$ cat src/rtl/mrd_pkg.sv
package mrd_pkg;

  localparam int RATIO_COUNT = 7;
  localparam int MAX_RATIO   = 1152;

  typedef logic [2:0] ratio_code_t;

  localparam ratio_code_t CODE_NONE = 3'd7;

  // Nominal master-clock cycles per frame for each ratio code.
  function automatic int nominal_ratio(input int idx);
    case (idx)
      0:       return 128;
      1:       return 192;
      2:       return 256;
      3:       return 384;
      4:       return 512;
      5:       return 768;
      default: return 1152;
    endcase
  endfunction

endpackage

$ cat src/rtl/frame_edge_sync.sv
module frame_edge_sync #(
  parameter int STAGES = 2
) (
  input  logic clk,
  input  logic rst_n,
  input  logic async_in,
  output logic rise_o
);

  logic [STAGES-1:0] chain_q;
  logic              last_q;

  always_ff @(posedge clk) begin
    if (!rst_n) begin
      chain_q <= '0;
      last_q  <= 1'b0;
    end else begin
      chain_q <= {chain_q[STAGES-2:0], async_in};
      last_q  <= chain_q[STAGES-1];
    end
  end

  assign rise_o = chain_q[STAGES-1] & ~last_q;

endmodule

$ cat src/rtl/period_counter.sv
module period_counter #(
  parameter int CNT_W = 11
) (
  input  logic             clk,
  input  logic             rst_n,
  input  logic             rise_i,
  output logic             armed_o,
  output logic [CNT_W-1:0] count_o
);

  localparam logic [CNT_W-1:0] CNT_SAT = {CNT_W{1'b1}};

  always_ff @(posedge clk) begin
    if (!rst_n) begin
      armed_o <= 1'b0;
      count_o <= '0;
    end else begin
      if (rise_i) begin
        armed_o <= 1'b1;
        count_o <= CNT_W'(1);
      end else if (count_o != CNT_SAT) begin
        count_o <= count_o + CNT_W'(1);
      end
    end
  end

endmodule

$ cat src/rtl/ratio_classifier.sv
module ratio_classifier #(
  parameter int CNT_W = 11,
  parameter int TOL   = 32
) (
  input  logic                [CNT_W-1:0] count_i,
  output logic                            hit_o,
  output mrd_pkg::ratio_code_t            code_o
);

  localparam int N = mrd_pkg::RATIO_COUNT;

  logic [31:0]  cnt32;
  logic [N-1:0] match;

  assign cnt32 = 32'(count_i);

  for (genvar g = 0; g < N; g++) begin : g_win
    localparam int LO = mrd_pkg::nominal_ratio(g) - TOL;
    localparam int HI = mrd_pkg::nominal_ratio(g) + TOL;
    assign match[g] = (cnt32 >= 32'(LO)) && (cnt32 <= 32'(HI));
  end

  // Lowest matching ratio wins where windows touch.
  always_comb begin
    hit_o  = 1'b0;
    code_o = mrd_pkg::CODE_NONE;
    for (int i = N - 1; i >= 0; i--) begin
      if (match[i]) begin
        hit_o  = 1'b1;
        code_o = 3'(i);
      end
    end
  end

endmodule

$ cat src/rtl/lock_tracker.sv
module lock_tracker (
  input  logic                 clk,
  input  logic                 rst_n,
  input  logic                 period_done_i,
  input  logic                 hit_i,
  input  mrd_pkg::ratio_code_t code_i,
  input  logic                 stall_i,
  output logic                 valid_o,
  output logic                 unsup_o,
  output mrd_pkg::ratio_code_t code_o
);

  mrd_pkg::ratio_code_t cand_q;
  logic                 have_q;

  always_ff @(posedge clk) begin
    if (!rst_n) begin
      valid_o <= 1'b0;
      unsup_o <= 1'b0;
      code_o  <= '0;
      cand_q  <= '0;
      have_q  <= 1'b0;
    end else if (period_done_i) begin
      if (!hit_i) begin
        unsup_o <= 1'b1;
        valid_o <= 1'b0;
        have_q  <= 1'b0;
      end else begin
        unsup_o <= 1'b0;
        cand_q  <= code_i;
        have_q  <= 1'b1;
        if (have_q && (cand_q == code_i)) begin
          valid_o <= 1'b1;
          code_o  <= code_i;
        end else begin
          valid_o <= 1'b0;
        end
      end
    end else if (stall_i) begin
      unsup_o <= 1'b1;
      valid_o <= 1'b0;
      have_q  <= 1'b0;
    end
  end

endmodule

$ cat src/rtl/mclk_ratio_detect.sv
module mclk_ratio_detect #(
  parameter int TOLERANCE   = 32,
  parameter int SYNC_STAGES = 2
) (
  input  logic       mclk,
  input  logic       rst_n,
  input  logic       frame_clk,
  output logic [2:0] ratio_code,
  output logic       ratio_valid,
  output logic       ratio_unsupported
);

  localparam int LIMIT = mrd_pkg::MAX_RATIO + TOLERANCE;
  localparam int CNT_W = $clog2(LIMIT + 2);

  logic                 frame_rise;
  logic                 armed;
  logic [CNT_W-1:0]     count;
  logic                 hit;
  mrd_pkg::ratio_code_t cls_code;
  logic                 period_done;
  logic                 over_limit;

  frame_edge_sync #(.STAGES(SYNC_STAGES)) u_sync (
    .clk      (mclk),
    .rst_n    (rst_n),
    .async_in (frame_clk),
    .rise_o   (frame_rise)
  );

  period_counter #(.CNT_W(CNT_W)) u_count (
    .clk     (mclk),
    .rst_n   (rst_n),
    .rise_i  (frame_rise),
    .armed_o (armed),
    .count_o (count)
  );

  ratio_classifier #(.CNT_W(CNT_W), .TOL(TOLERANCE)) u_class (
    .count_i (count),
    .hit_o   (hit),
    .code_o  (cls_code)
  );

  assign period_done = frame_rise & armed;
  assign over_limit  = armed & (32'(count) > 32'(LIMIT));

  lock_tracker u_lock (
    .clk           (mclk),
    .rst_n         (rst_n),
    .period_done_i (period_done),
    .hit_i         (hit),
    .code_i        (cls_code),
    .stall_i       (over_limit),
    .valid_o       (ratio_valid),
    .unsup_o       (ratio_unsupported),
    .code_o        (ratio_code)
  );

endmodule

$ cat config.mk
export PLATFORM = sky130hd
export DESIGN_NAME = mclk_ratio_detect
export DESIGN_NICKNAME = d
export VERILOG_FILES = /design/src/rtl/mrd_pkg.sv /design/src/rtl/frame_edge_sync.sv /design/src/rtl/period_counter.sv /design/src/rtl/ratio_classifier.sv /design/src/rtl/lock_tracker.sv /design/src/rtl/mclk_ratio_detect.sv
export SDC_FILE = /design/constraint.sdc
export NUM_CORES = 1
export LEC_CHECK = 0
export BUFFER_PORTS_ARGS = -buffer_cell sky130_fd_sc_hd__buf_4
export CORE_MARGIN = 1.5
export CORE_UTILIZATION = 35
export CTS_CLUSTER_SIZE = 25
export DETAILED_ROUTE_END_ITERATION = 10
export GPL_TIMING_DRIVEN = 0
export SYNTH_ARGS = -nofsm -noshare
export SYNTH_HDL_FRONTEND = slang
export SYNTH_SLANG_ARGS = --single-unit
export TNS_END_PERCENT = 1
$ cat constraint.sdc
create_clock -name mclk -period 2.1 [get_ports mclk]
set_clock_uncertainty 0.05 [all_clocks]
set_input_delay 0.42 -clock mclk [delete_from_list [all_inputs] [get_ports mclk]]
set_output_delay 0.42 -clock mclk [all_outputs]
set_load 0.1 [all_outputs]
==> results of run 1 <==
## placed cells by master (no fill, tap or decap), types with 2 or more instances in the layout
| cell | n |
|---|---|
| buf_4 | 21 |
| dfxtp_1 | 17 |
| nand2_1 | 14 |
| nor2_1 | 13 |
| a21oi_1 | 11 |
| dfxtp_2 | 7 |
| xnor2_1 | 6 |
| inv_1 | 5 |
| nand3_1 | 5 |
| and2_1 | 5 |
| o211ai_1 | 4 |
| o21a_1 | 4 |
| inv_2 | 3 |
| o21ai_0 | 3 |
| clkbuf_2 | 3 |
| o21ai_1 | 3 |
| nor4b_4 | 3 |
| clkbuf_1 | 3 |
| mux2i_1 | 3 |
| nand4_1 | 3 |
| xor2_1 | 3 |
| clkbuf_8 | 3 |
| nand2b_1 | 2 |
| a211oi_1 | 2 |
| a21o_1 | 2 |
| o211a_1 | 2 |
| a31oi_1 | 2 |
| nor3_1 | 2 |
| a21boi_0 | 2 |
## path summary, 6_finish.rpt
kind	startpoint	to	slack, ns	cells past startpoint
worst min register to register	u_sync.chain_q[0]	u_sync.chain_q[1]	0.40	1
worst min-delay path	frame_clk	u_sync.chain_q[0]	0.31	2
worst max register to register	u_count.count_o[9]	u_lock.code_o[2]	-0.21	8
worst max-delay path	u_count.count_o[9]	u_lock.code_o[2]	-0.21	8
## cell usage after synthesis, drive strengths merged, types with 2 or more instances
master  instances
dfxtp          24
nand2          15
nor2           13
a21oi          12
inv             8
and2            7
clkbuf          6
nand3           6
o21ai           6
xnor2           6
buf             4
o211ai          4
o21a            4
a21boi          3
a31oi           3
mux2i           3
nand2b          3
nand4           3
nor4b           3
xor2            3
a211oi          2
a21o            2
ha              2
nor3            2
o211a           2
## power breakdown
part	switching [mW]	internal [mW]
registers	0.00690	0.464
clock network	0.149	0.255
logic	0.0417	0.0383
total	0.198	0.757
## final cells by class
| cell class | count | share of cell area |
|---|---|---|
| Tap cell | 48 | 0.0334 |
| Clock buffer | 3 | 0.0230 |
| Buffer | 9 | 0.0279 |
| Timing Repair Buffer | 20 | 0.0836 |
| Inverter | 8 | 0.0167 |
| Clock inverter | 1 | 0.0167 |
| Sequential cell | 24 | 0.272 |
| Multi-Input combinational cell | 126 | 0.526 |
## state kept, by name (all words and copies together) (netlist names)
name             cells
u_lock.valid_o       1
u_sync.last_q        1
u_lock.have_q        1
u_count.armed_o      1
u_lock.unsup_o       1
u_count.count_o     11
u_lock.cand_q        3
u_sync.chain_q       2
u_lock.code_o        3
## per-layer routing
layer | vias to the layer above | track usage | share of wire
li1 | 650 | - | -
met1 | 642 | 0.197 | 0.44
met2 | 20 | 0.310 | 0.53
met3 | 6 | 0.0220 | 0.022
met4 | 0 | 0.0612 | 0.015
met5 | - | 0 | 0
## worst max-delay path, stage by stage, from the launching register on
cell and delay (ns):
dfxtp_2 0.33, buf_6 0.11, buf_4 0.16, nor4bb_2 0.27, a211oi_1 0.11, a2bb2oi_2 0.17, a311o_1 0.42, nor4b_4 0.38
mux2i_1 0.23
## kinds of logic after synthesis
logic type                 Yosys count  share of synthesized area
muxes                                3                     0.0212
AOI/OAI and AO/OA                   49                      0.243
DFF                                 24                      0.339
adders and majority gates            2                     0.0176
and+or+nand+nor                     63                      0.266
xor gates and xnor gates             9                     0.0556
buffers and inverters               18                     0.0573
## timing repair
item                                    4_1_cts  5_1_grt
resized for setup                            11        8
setup buffers                                12        2
endpoints found under the setup margin       13       13
hold endpoints to repair                      0        0
pin swaps                                    12        6
==> summary.md, run 1 <==
| Metric | Value |
|---|---|
| HP Class | `primary input to register` |
| Unrepaired setup endpoints after global routing | `true` |
| Crit. End Element | `register` |
| Synth async-reset ratio | `0` |
| Residual DRC | `0` |
| Global-route wire length before repair | `5760 um` |
| DIE HEIGHT | `66.7 um` |
| CP arrival | `2.46 ns` |
| Congestion Overflow GR | `0` |
| CTS root buf | `clkbuf_8` |
| Placed cells | `222` |
| Status | `finished with violations` |
| Initial antenna violation count | `0` |
| Multi-input gate area | `946 um2` |
| Vias | `1318` |
| Distinct cells, synth | `54` |
| Pin count of the biggest net entering global routing | `15` |
| Core area | `3770 um2` |
| CTS sink cnt | `24` |
| DIE AREA | `4440 um2` |
| # fillers | `332` |
| Relative slew slack | `0.706` |
| First drt pass iteration count | `4` |
| Post-synthesis sequential area ratio | `0.339` |
| Initial core utilization | `0.376` |
| Mapped cell area | `1420 um2` |
| Highest clock rate | `433 MHz` |
| CTS clk-pin slew, worst paths | `0.09 ns` |
| Pwr/cell area | `531 nW/um2` |
| Post-Route WL | `3410 um` |
| Number of DRC markers in iteration 0 | `83` |
| Tmin final | `2.31 ns` |
| Port bufs | `6` |
| Synth-to-layout area growth | `26.6%` |
| Final setup violation count | `8` |
| Die X | `66.7 um` |
| Via density | `5.51` |
| Gp weighted congestion | `0.825` |
| Syn avg cell area | `8.45 um2` |
| Hold_buf cts | `0` |
| Layout Cells excl Fill | `239` |
| Cell count after synthesis | `168` |
| WS Path Type | `register to register` |
| Post-Syn Nets | `173` |
| Post-DP Area | `1580 um2` |
| Yosys reg bits | `24` |
| Htree depth | `1` |
| Skew-Pair Late Insertion Delay | `0.27 ns` |
| Total track usage | `0.168` |
| CTS tree | `built` |
| Peak VDD IR | `0.000345 V` |
| Area leader, netlist | `dfxtp_1` |
| Post-route cell area | `1800 um2` |
| Worst-Margin Slew | `0.437 ns` |
| Placed wire-length estimate | `2340 um` |
| Max_cap viols | `0` |
| Worst hold slack | `0.306 ns` |
| Final worst slack | `-0.207 ns` |
| Req. time, crit path | `2.25 ns` |
| Wire per inst | `14.3 um` |
| Slew Viols, Final | `0` |
| Cell row count | `22` |
| Synth Warn # | `0` |
| Clock tree buffer depth | `2` |
| Clock buffer count from CTS | `3` |
| CP Launch Type | `register` |
| Final Hold Viols | `0` |
| Fraction of layout cells with a size suffix above 1 | `0.304` |
| Synth Flop Type | `dfxtp_1` |
| Failing checks | `setup timing` |
| Top cells by area, synth | `dfxtp_1, nand2_1, a21oi_1` |
| Number of synthesized flops with an enable pin | `0` |
| Register area | `489 um2` |
| Tot Pwr | `0.954 mW` |
| Final worst-path cycle share | `1.10` |
| Synth top area share | `0.339` |
| CP Max Fanout | `9` |
| Final Util | `0.476` |
| Total Nets Final | `197` |
| Vias in the first global route | `1307` |
| Setup tns final | `-0.959 ns` |
| Static Leak | `0.662 nW` |
| # diodes | `0` |
| I/O pin total | `8` |
| ANT nets after route | `0` |
| Pre-CTS setup slack | `-0.420 ns` |
(Power assumes the default switching activity.)
==> inputs of run 2 (changes only) <==
--- a/config.mk
+++ b/config.mk
@@ -6,11 +6,11 @@
 export NUM_CORES = 1
 export LEC_CHECK = 0
 export BUFFER_PORTS_ARGS = -buffer_cell sky130_fd_sc_hd__buf_4
-export CORE_MARGIN = 1.5
 export CORE_UTILIZATION = 35
 export CTS_CLUSTER_SIZE = 25
 export DETAILED_ROUTE_END_ITERATION = 10
 export GPL_TIMING_DRIVEN = 0
+export PLACE_DENSITY = 0.63
 export SYNTH_ARGS = -nofsm -noshare
 export SYNTH_HDL_FRONTEND = slang
 export SYNTH_SLANG_ARGS = --single-unit
==> summary.md, run 2 (synthesis gave the netlist of run 1 again) <==
| Metric | Value |
|---|---|
| Status | `finished with violations (unchanged)` |
| Failing checks | `setup timing (unchanged)` |
| Relative slew slack | `0.693 (was 0.706)` |
| Worst hold slack | `0.300 ns (was 0.306 ns)` |
| CP Buf/Inv Count | `1 (was 2)` |
| Cell row count | `22 (unchanged)` |
| Post-route cell area | `1760 um2 (was 1800 um2)` |
| # fillers | `352 (was 332)` |
| Peak VDD IR | `0.000498 V (was 0.000345 V)` |
| Biggest registers after layout | `u_count.count_o: 11 flops, u_lock.cand_q: 3 flops, u_lock.code_o: 3 flops (unchanged)` |
| Final Hold Viols | `0 (unchanged)` |
| CP arrival | `2.54 ns (was 2.46 ns)` |
| Congestion Overflow GR | `0 (unchanged)` |
| CTS clk-pin slew, worst paths | `0.09 ns (about the same)` |
| Slowest Stage Delay on Critical Path | `0.52 ns (was 0.42 ns)` |
| CTS root buf | `clkbuf_8 (unchanged)` |
| CTS sink cnt | `24 (unchanged)` |
| Register area | `488 um2 (was 489 um2)` |
| Synth-to-layout area growth | `23.7% (was 26.6%)` |
| DIE HEIGHT | `65.7 um (was 66.7 um)` |
| Max_cap viols | `0 (unchanged)` |
| DIE AREA | `4310 um2 (was 4440 um2)` |
| ANT nets after route | `0 (unchanged)` |
| Multi-input gate area | `945 um2 (was 946 um2)` |
| Max FFs per register | `11 (unchanged)` |
| Hold_buf cts | `0 (unchanged)` |
| Clock buffer count from CTS | `3 (unchanged)` |
| CTS tree | `built (unchanged)` |
| Pwr/cell area | `543 nW/um2 (was 531 nW/um2)` |
| Vias in the first global route | `1266 (was 1307)` |
| Delay-heaviest family, CP | `simple AND/OR/NAND/NOR gates (was compound AO/OA/AOI/OAI gates)` |
| WS Path Type | `register to register (unchanged)` |
| Core area | `3770 um2 (unchanged)` |
| Crit path max-delay cell type | `or4b_4 (was a311o_1)` |
| Port bufs | `6 (unchanged)` |
| Post-DP Area | `1580 um2 (unchanged)` |
| Residual DRC | `0 (unchanged)` |
| Wire per inst | `14.7 um (was 14.3 um)` |
| Vias | `1294 (was 1318)` |
| Most frequent cells in the layout | `dfxtp_1, buf_4, nand2_1 (was buf_4, dfxtp_1, nand2_1)` |
| CP Cell Sequence | `inv_2, ha_4, or4b_4, a21oi_4, a22o_1, o2111ai_4, nor4b_4, mux2i_1 (was buf_6, buf_4, nor4bb_2, a211oi_1, a2bb2oi_2, a311o_1, nor4b_4, mux2i_1)` |
| Tmin final | `2.39 ns (was 2.31 ns)` |
| Crit. End Element | `register (unchanged)` |
| Final worst-path cycle share | `1.14 (was 1.10)` |
| I/O pin total | `8 (unchanged)` |
| Post-Route WL | `3450 um (was 3410 um)` |
| Most common cell after layout, fill and taps aside | `dfxtp_1 (was buf_4)` |
| CP Launch Type | `register (unchanged)` |
| Total Nets Final | `192 (was 197)` |
| Die X | `65.7 um (was 66.7 um)` |
| Fraction of layout cells with a size suffix above 1 | `0.274 (was 0.304)` |
| Crit path launch | `u_count.count_o[0] (was u_count.count_o[9])` |
| HP Class | `primary input to register (unchanged)` |
| Initial core utilization | `0.376 (unchanged)` |
| Largest Register | `u_count.count_o (unchanged)` |
| Static Leak | `0.632 nW (was 0.662 nW)` |
| Htree depth | `1 (unchanged)` |
| Origin of the worst min-delay path | `frame_clk (unchanged)` |
| Skew-Pair Late Insertion Delay | `0.27 ns (about the same)` |
| # diodes | `0 (unchanged)` |
| First drt pass iteration count | `4 (unchanged)` |
| Pin count of the biggest net entering global routing | `15 (unchanged)` |
| Placed wire-length estimate | `2380 um (was 2340 um)` |
| Unrepaired setup endpoints after global routing | `true (unchanged)` |
| Highest clock rate | `419 MHz (was 433 MHz)` |
| Global-route wire length before repair | `5470 um (was 5760 um)` |
| Total track usage | `0.165 (was 0.168)` |
| Via density | `5.53 (was 5.51)` |
| Number of DRC markers in iteration 0 | `28 (was 83)` |
| Worst-Margin Slew | `0.461 ns (was 0.437 ns)` |
| Final setup violation count | `5 (was 8)` |
| Req. time, crit path | `2.25 ns (about the same)` |
| CP Max Fanout | `5 (was 9)` |
| Initial antenna violation count | `0 (unchanged)` |
| Final worst slack | `-0.287 ns (was -0.207 ns)` |
| Slew Viols, Final | `0 (unchanged)` |
| Clock tree buffer depth | `2 (unchanged)` |
| Reg2reg start | `u_count.count_o[0] (was u_count.count_o[9])` |
| Gp weighted congestion | `0.880 (was 0.825)` |
[run 2: layout make-up]
cell class              instances  share of cell area
well taps                      48              0.0342
plain buffers                   9              0.0278
clock buffers                   3              0.0235
clock inverters                 1              0.0171
inverters                       8              0.0171
repair buffers                 15              0.0641
flip-flops and latches         24               0.278
multi-input cells             126               0.538
[run 2: report_power, final]
group          internal (mW)  switching, mW
clock                  0.255          0.151
combinational         0.0354         0.0421
sequential             0.464        0.00703
[run 2: worst paths after layout]
kind	endpoint	slack, ns	cells after the start
max	u_lock.code_o[2]	-0.29	8
max reg2reg	u_lock.code_o[2]	-0.29	8
min	u_sync.chain_q[0]	0.30	2
min reg2reg	u_sync.chain_q[1]	0.40	1
[run 2: what timing repair did]
| action | 4_1_cts | 5_1_grt |
|---|---|---|
| gates resized for setup | 9 | 5 |
| pin swaps | 9 | 0 |
| setup endpoints to repair | 13 | 14 |
| setup buffers | 9 | 0 |
[run 2: metal layers]
metal	vias up	GRT usage	routed length (um)
li1	646	-	-
met1	616	0.178	1430
met2	22	0.311	1870
met3	10	0.0191	67
met4	0	0.0815	85
met5	-	0	0
[run 2: through the flow]
step	cells	power (mW)	setup WS (ns)	util	setup TNS [ns]
finish	234	0.954	-0.287	0.465	-1.03
global route	234	0.986	-0.355	0.465	-1.46
CTS	234	0.952	-0.212	0.461	-0.822
detailed placement	222	0.544	-0.473	0.418	-2.30
global placement	222	0.540	-0.334	0.418	-1.27
floorplan	168	0.528	-0.0733	-	-0.192
==> inputs of run 3 (changes only) <==
--- a/config.mk
+++ b/config.mk
@@ -9,8 +9,6 @@
 export CORE_UTILIZATION = 35
 export CTS_CLUSTER_SIZE = 25
 export DETAILED_ROUTE_END_ITERATION = 10
-export GPL_TIMING_DRIVEN = 0
-export PLACE_DENSITY = 0.63
 export SYNTH_ARGS = -nofsm -noshare
 export SYNTH_HDL_FRONTEND = slang
 export SYNTH_SLANG_ARGS = --single-unit
==> summary.md, run 3 (synthesis gave the netlist of run 1 again) <==
| Metric | Value |
|---|---|
| Htree depth | `1 (unchanged)` |
| Static Leak | `0.740 nW (was 0.632 nW)` |
| Crit path max-delay cell type | `or4_4 (was or4b_4)` |
| Most frequent cells in the layout | `buf_4, dfxtp_1, nand2_1 (was dfxtp_1, buf_4, nand2_1)` |
| I/O pin total | `8 (unchanged)` |
| Final worst slack | `-0.184 ns (was -0.287 ns)` |
| Die X | `65.7 um (unchanged)` |
| Clock tree buffer depth | `2 (unchanged)` |
| CTS clk-pin slew, worst paths | `0.09 ns (about the same)` |
| Gp weighted congestion | `0.840 (was 0.880)` |
| Cell row count | `22 (unchanged)` |
| Status | `finished with violations (unchanged)` |
| Placed wire-length estimate | `2540 um (was 2380 um)` |
| Crit. End Element | `register (unchanged)` |
| Fraction of layout cells with a size suffix above 1 | `0.373 (was 0.274)` |
| # diodes | `0 (unchanged)` |
| Failing checks | `setup timing (unchanged)` |
| CTS root buf | `clkbuf_8 (unchanged)` |
| Port bufs | `7 (was 6)` |
| Synth-to-layout area growth | `35.1% (was 23.7%)` |
| Tot Pwr | `0.961 mW (was 0.954 mW)` |
| Layout Cells excl Fill | `252 (was 234)` |
| Max FFs per register | `11 (unchanged)` |
| Peak VDD IR | `0.000431 V (was 0.000498 V)` |
| Placed cells | `244 (was 222)` |
| CP Cell Sequence | `nand2b_4, or4_4, and2_4, a311o_1, nor4b_4, mux2i_1 (was inv_2, ha_4, or4b_4, a21oi_4, a22o_1, o2111ai_4, nor4b_4, mux2i_1)` |
| Relative slew slack | `0.689 (was 0.693)` |
| Wire per inst | `13.6 um (was 14.7 um)` |
| Final worst-path cycle share | `1.09 (was 1.14)` |
| DIE AREA | `4310 um2 (unchanged)` |
| Core area | `3770 um2 (unchanged)` |
| Final setup violation count | `4 (was 5)` |
| CTS sink cnt | `24 (unchanged)` |
| Slowest Stage Delay on Critical Path | `0.52 ns (about the same)` |
| ANT nets after route | `0 (unchanged)` |
| Final Hold Viols | `0 (unchanged)` |
| Highest clock rate | `438 MHz (was 419 MHz)` |
| Number of DRC markers in iteration 0 | `73 (was 28)` |
| Max_cap viols | `0 (unchanged)` |
| DIE HEIGHT | `65.7 um (unchanged)` |
| Req. time, crit path | `2.26 ns (was 2.25 ns)` |
| First drt pass iteration count | `4 (unchanged)` |
| Vias | `1330 (was 1294)` |
| Most common cell after layout, fill and taps aside | `buf_4 (was dfxtp_1)` |
| CP Max Fanout | `4 (was 5)` |
| Reg2Reg Depth | `6 (was 8)` |
| Worst-Margin Slew | `0.462 ns (was 0.461 ns)` |
| Slew Viols, Final | `0 (unchanged)` |
| Setup tns final | `-0.600 ns (was -1.03 ns)` |
| Largest Register | `u_count.count_o (unchanged)` |
| # fillers | `343 (was 352)` |
| Tmin final | `2.28 ns (was 2.39 ns)` |
| Pwr/cell area | `501 nW/um2 (was 543 nW/um2)` |
| Global-route wire length before repair | `5720 um (was 5470 um)` |
| Skew-Pair Late Insertion Delay | `0.27 ns (about the same)` |
| Initial antenna violation count | `0 (unchanged)` |
| Clock buffer count from CTS | `3 (unchanged)` |
| Pin count of the biggest net entering global routing | `20 (was 15)` |
| CTS tree | `built (unchanged)` |
| WS Path Type | `register to register (unchanged)` |
| Post-Route WL | `3420 um (was 3450 um)` |
| Biggest registers after layout | `u_count.count_o: 11 flops, u_lock.cand_q: 3 flops, u_lock.code_o: 3 flops (unchanged)` |
| Unrepaired setup endpoints after global routing | `true (unchanged)` |
| Total track usage | `0.171 (was 0.165)` |
| R2R Setup Slk | `-0.18 ns (was -0.29 ns)` |
| Hold depth | `2 (unchanged)` |
| HP Class | `primary input to register (unchanged)` |
| Total Nets Final | `210 (was 192)` |
| Final Util | `0.508 (was 0.465)` |
| Congestion Overflow GR | `0 (unchanged)` |
| Via density | `5.28 (was 5.53)` |
| Residual DRC | `0 (unchanged)` |
| CP Launch Type | `register (unchanged)` |
| Vias in the first global route | `1264 (was 1266)` |
| Initial core utilization | `0.376 (unchanged)` |
| CP arrival | `2.44 ns (was 2.54 ns)` |
## run 3: per-layer routing
layer / track usage / vias up / wire [um]
li1: - / 675 / -
met1: 0.229 / 634 / 1740
met3: 0.0365 / 2 / 85
met4: 0.0326 / 0 / 17
met5: 0 / - / 0
met2: 0.282 / 19 / 1580
## run 3: layout make-up
class / instances / area [um2] / share of cell area
clock inverters: 1 / 30.0 / 0.0157
well taps: 48 / 60.1 / 0.0313
multi-input cells: 126 / 945 / 0.493
repair buffers: 42 / 319 / 0.166
clock buffers: 3 / 41.3 / 0.0215
flip-flops and latches: 24 / 492 / 0.257
inverters: 8 / 30.0 / 0.0157
## run 3: repair_timing
action | CTS | global route
buffers inserted | 1 | 3
hold buffers | 0 | 0
resized for setup | 6 | 10
pin swaps | 5 | 6
endpoints found under the setup margin | 6 | 8
## run 3: report_power, final
group | switching [mW] | internal (mW)
clock | 0.157 | 0.255
combinational | 0.0410 | 0.0399
sequential | 0.00575 | 0.462
## run 3: worst paths after layout
path,from,to
setup / recovery,u_count.count_o[8],u_lock.code_o[1]
hold / removal,frame_clk,u_sync.chain_q[0]
setup reg to reg,u_count.count_o[8],u_lock.code_o[1]
hold reg to reg,u_sync.chain_q[0],u_sync.chain_q[1]
## run 3: worst max-delay path: cells and delay by family, from the launching register on
| kind | cells | cell delay [ns] |
|---|---|---|
| multiplexers | 1 | 0.21 |
| flip-flops | 1 | 0.34 |
| AO/OA/AOI/OAI | 1 | 0.40 |
| AND/OR/NAND/NOR | 4 | 1.23 |
## run 3: per-stage QoR
stage | hold slack, ns | setup slack, ns | cell area (um2)
global placement | 0.377 | -0.112 | 1760
floorplan | 0.362 | -0.0733 | 1470
finish | 0.311 | -0.184 | 1920
global route | 0.300 | -0.278 | 1920
detailed placement | 0.375 | -0.189 | 1760
CTS | 0.301 | -0.170 | 1860
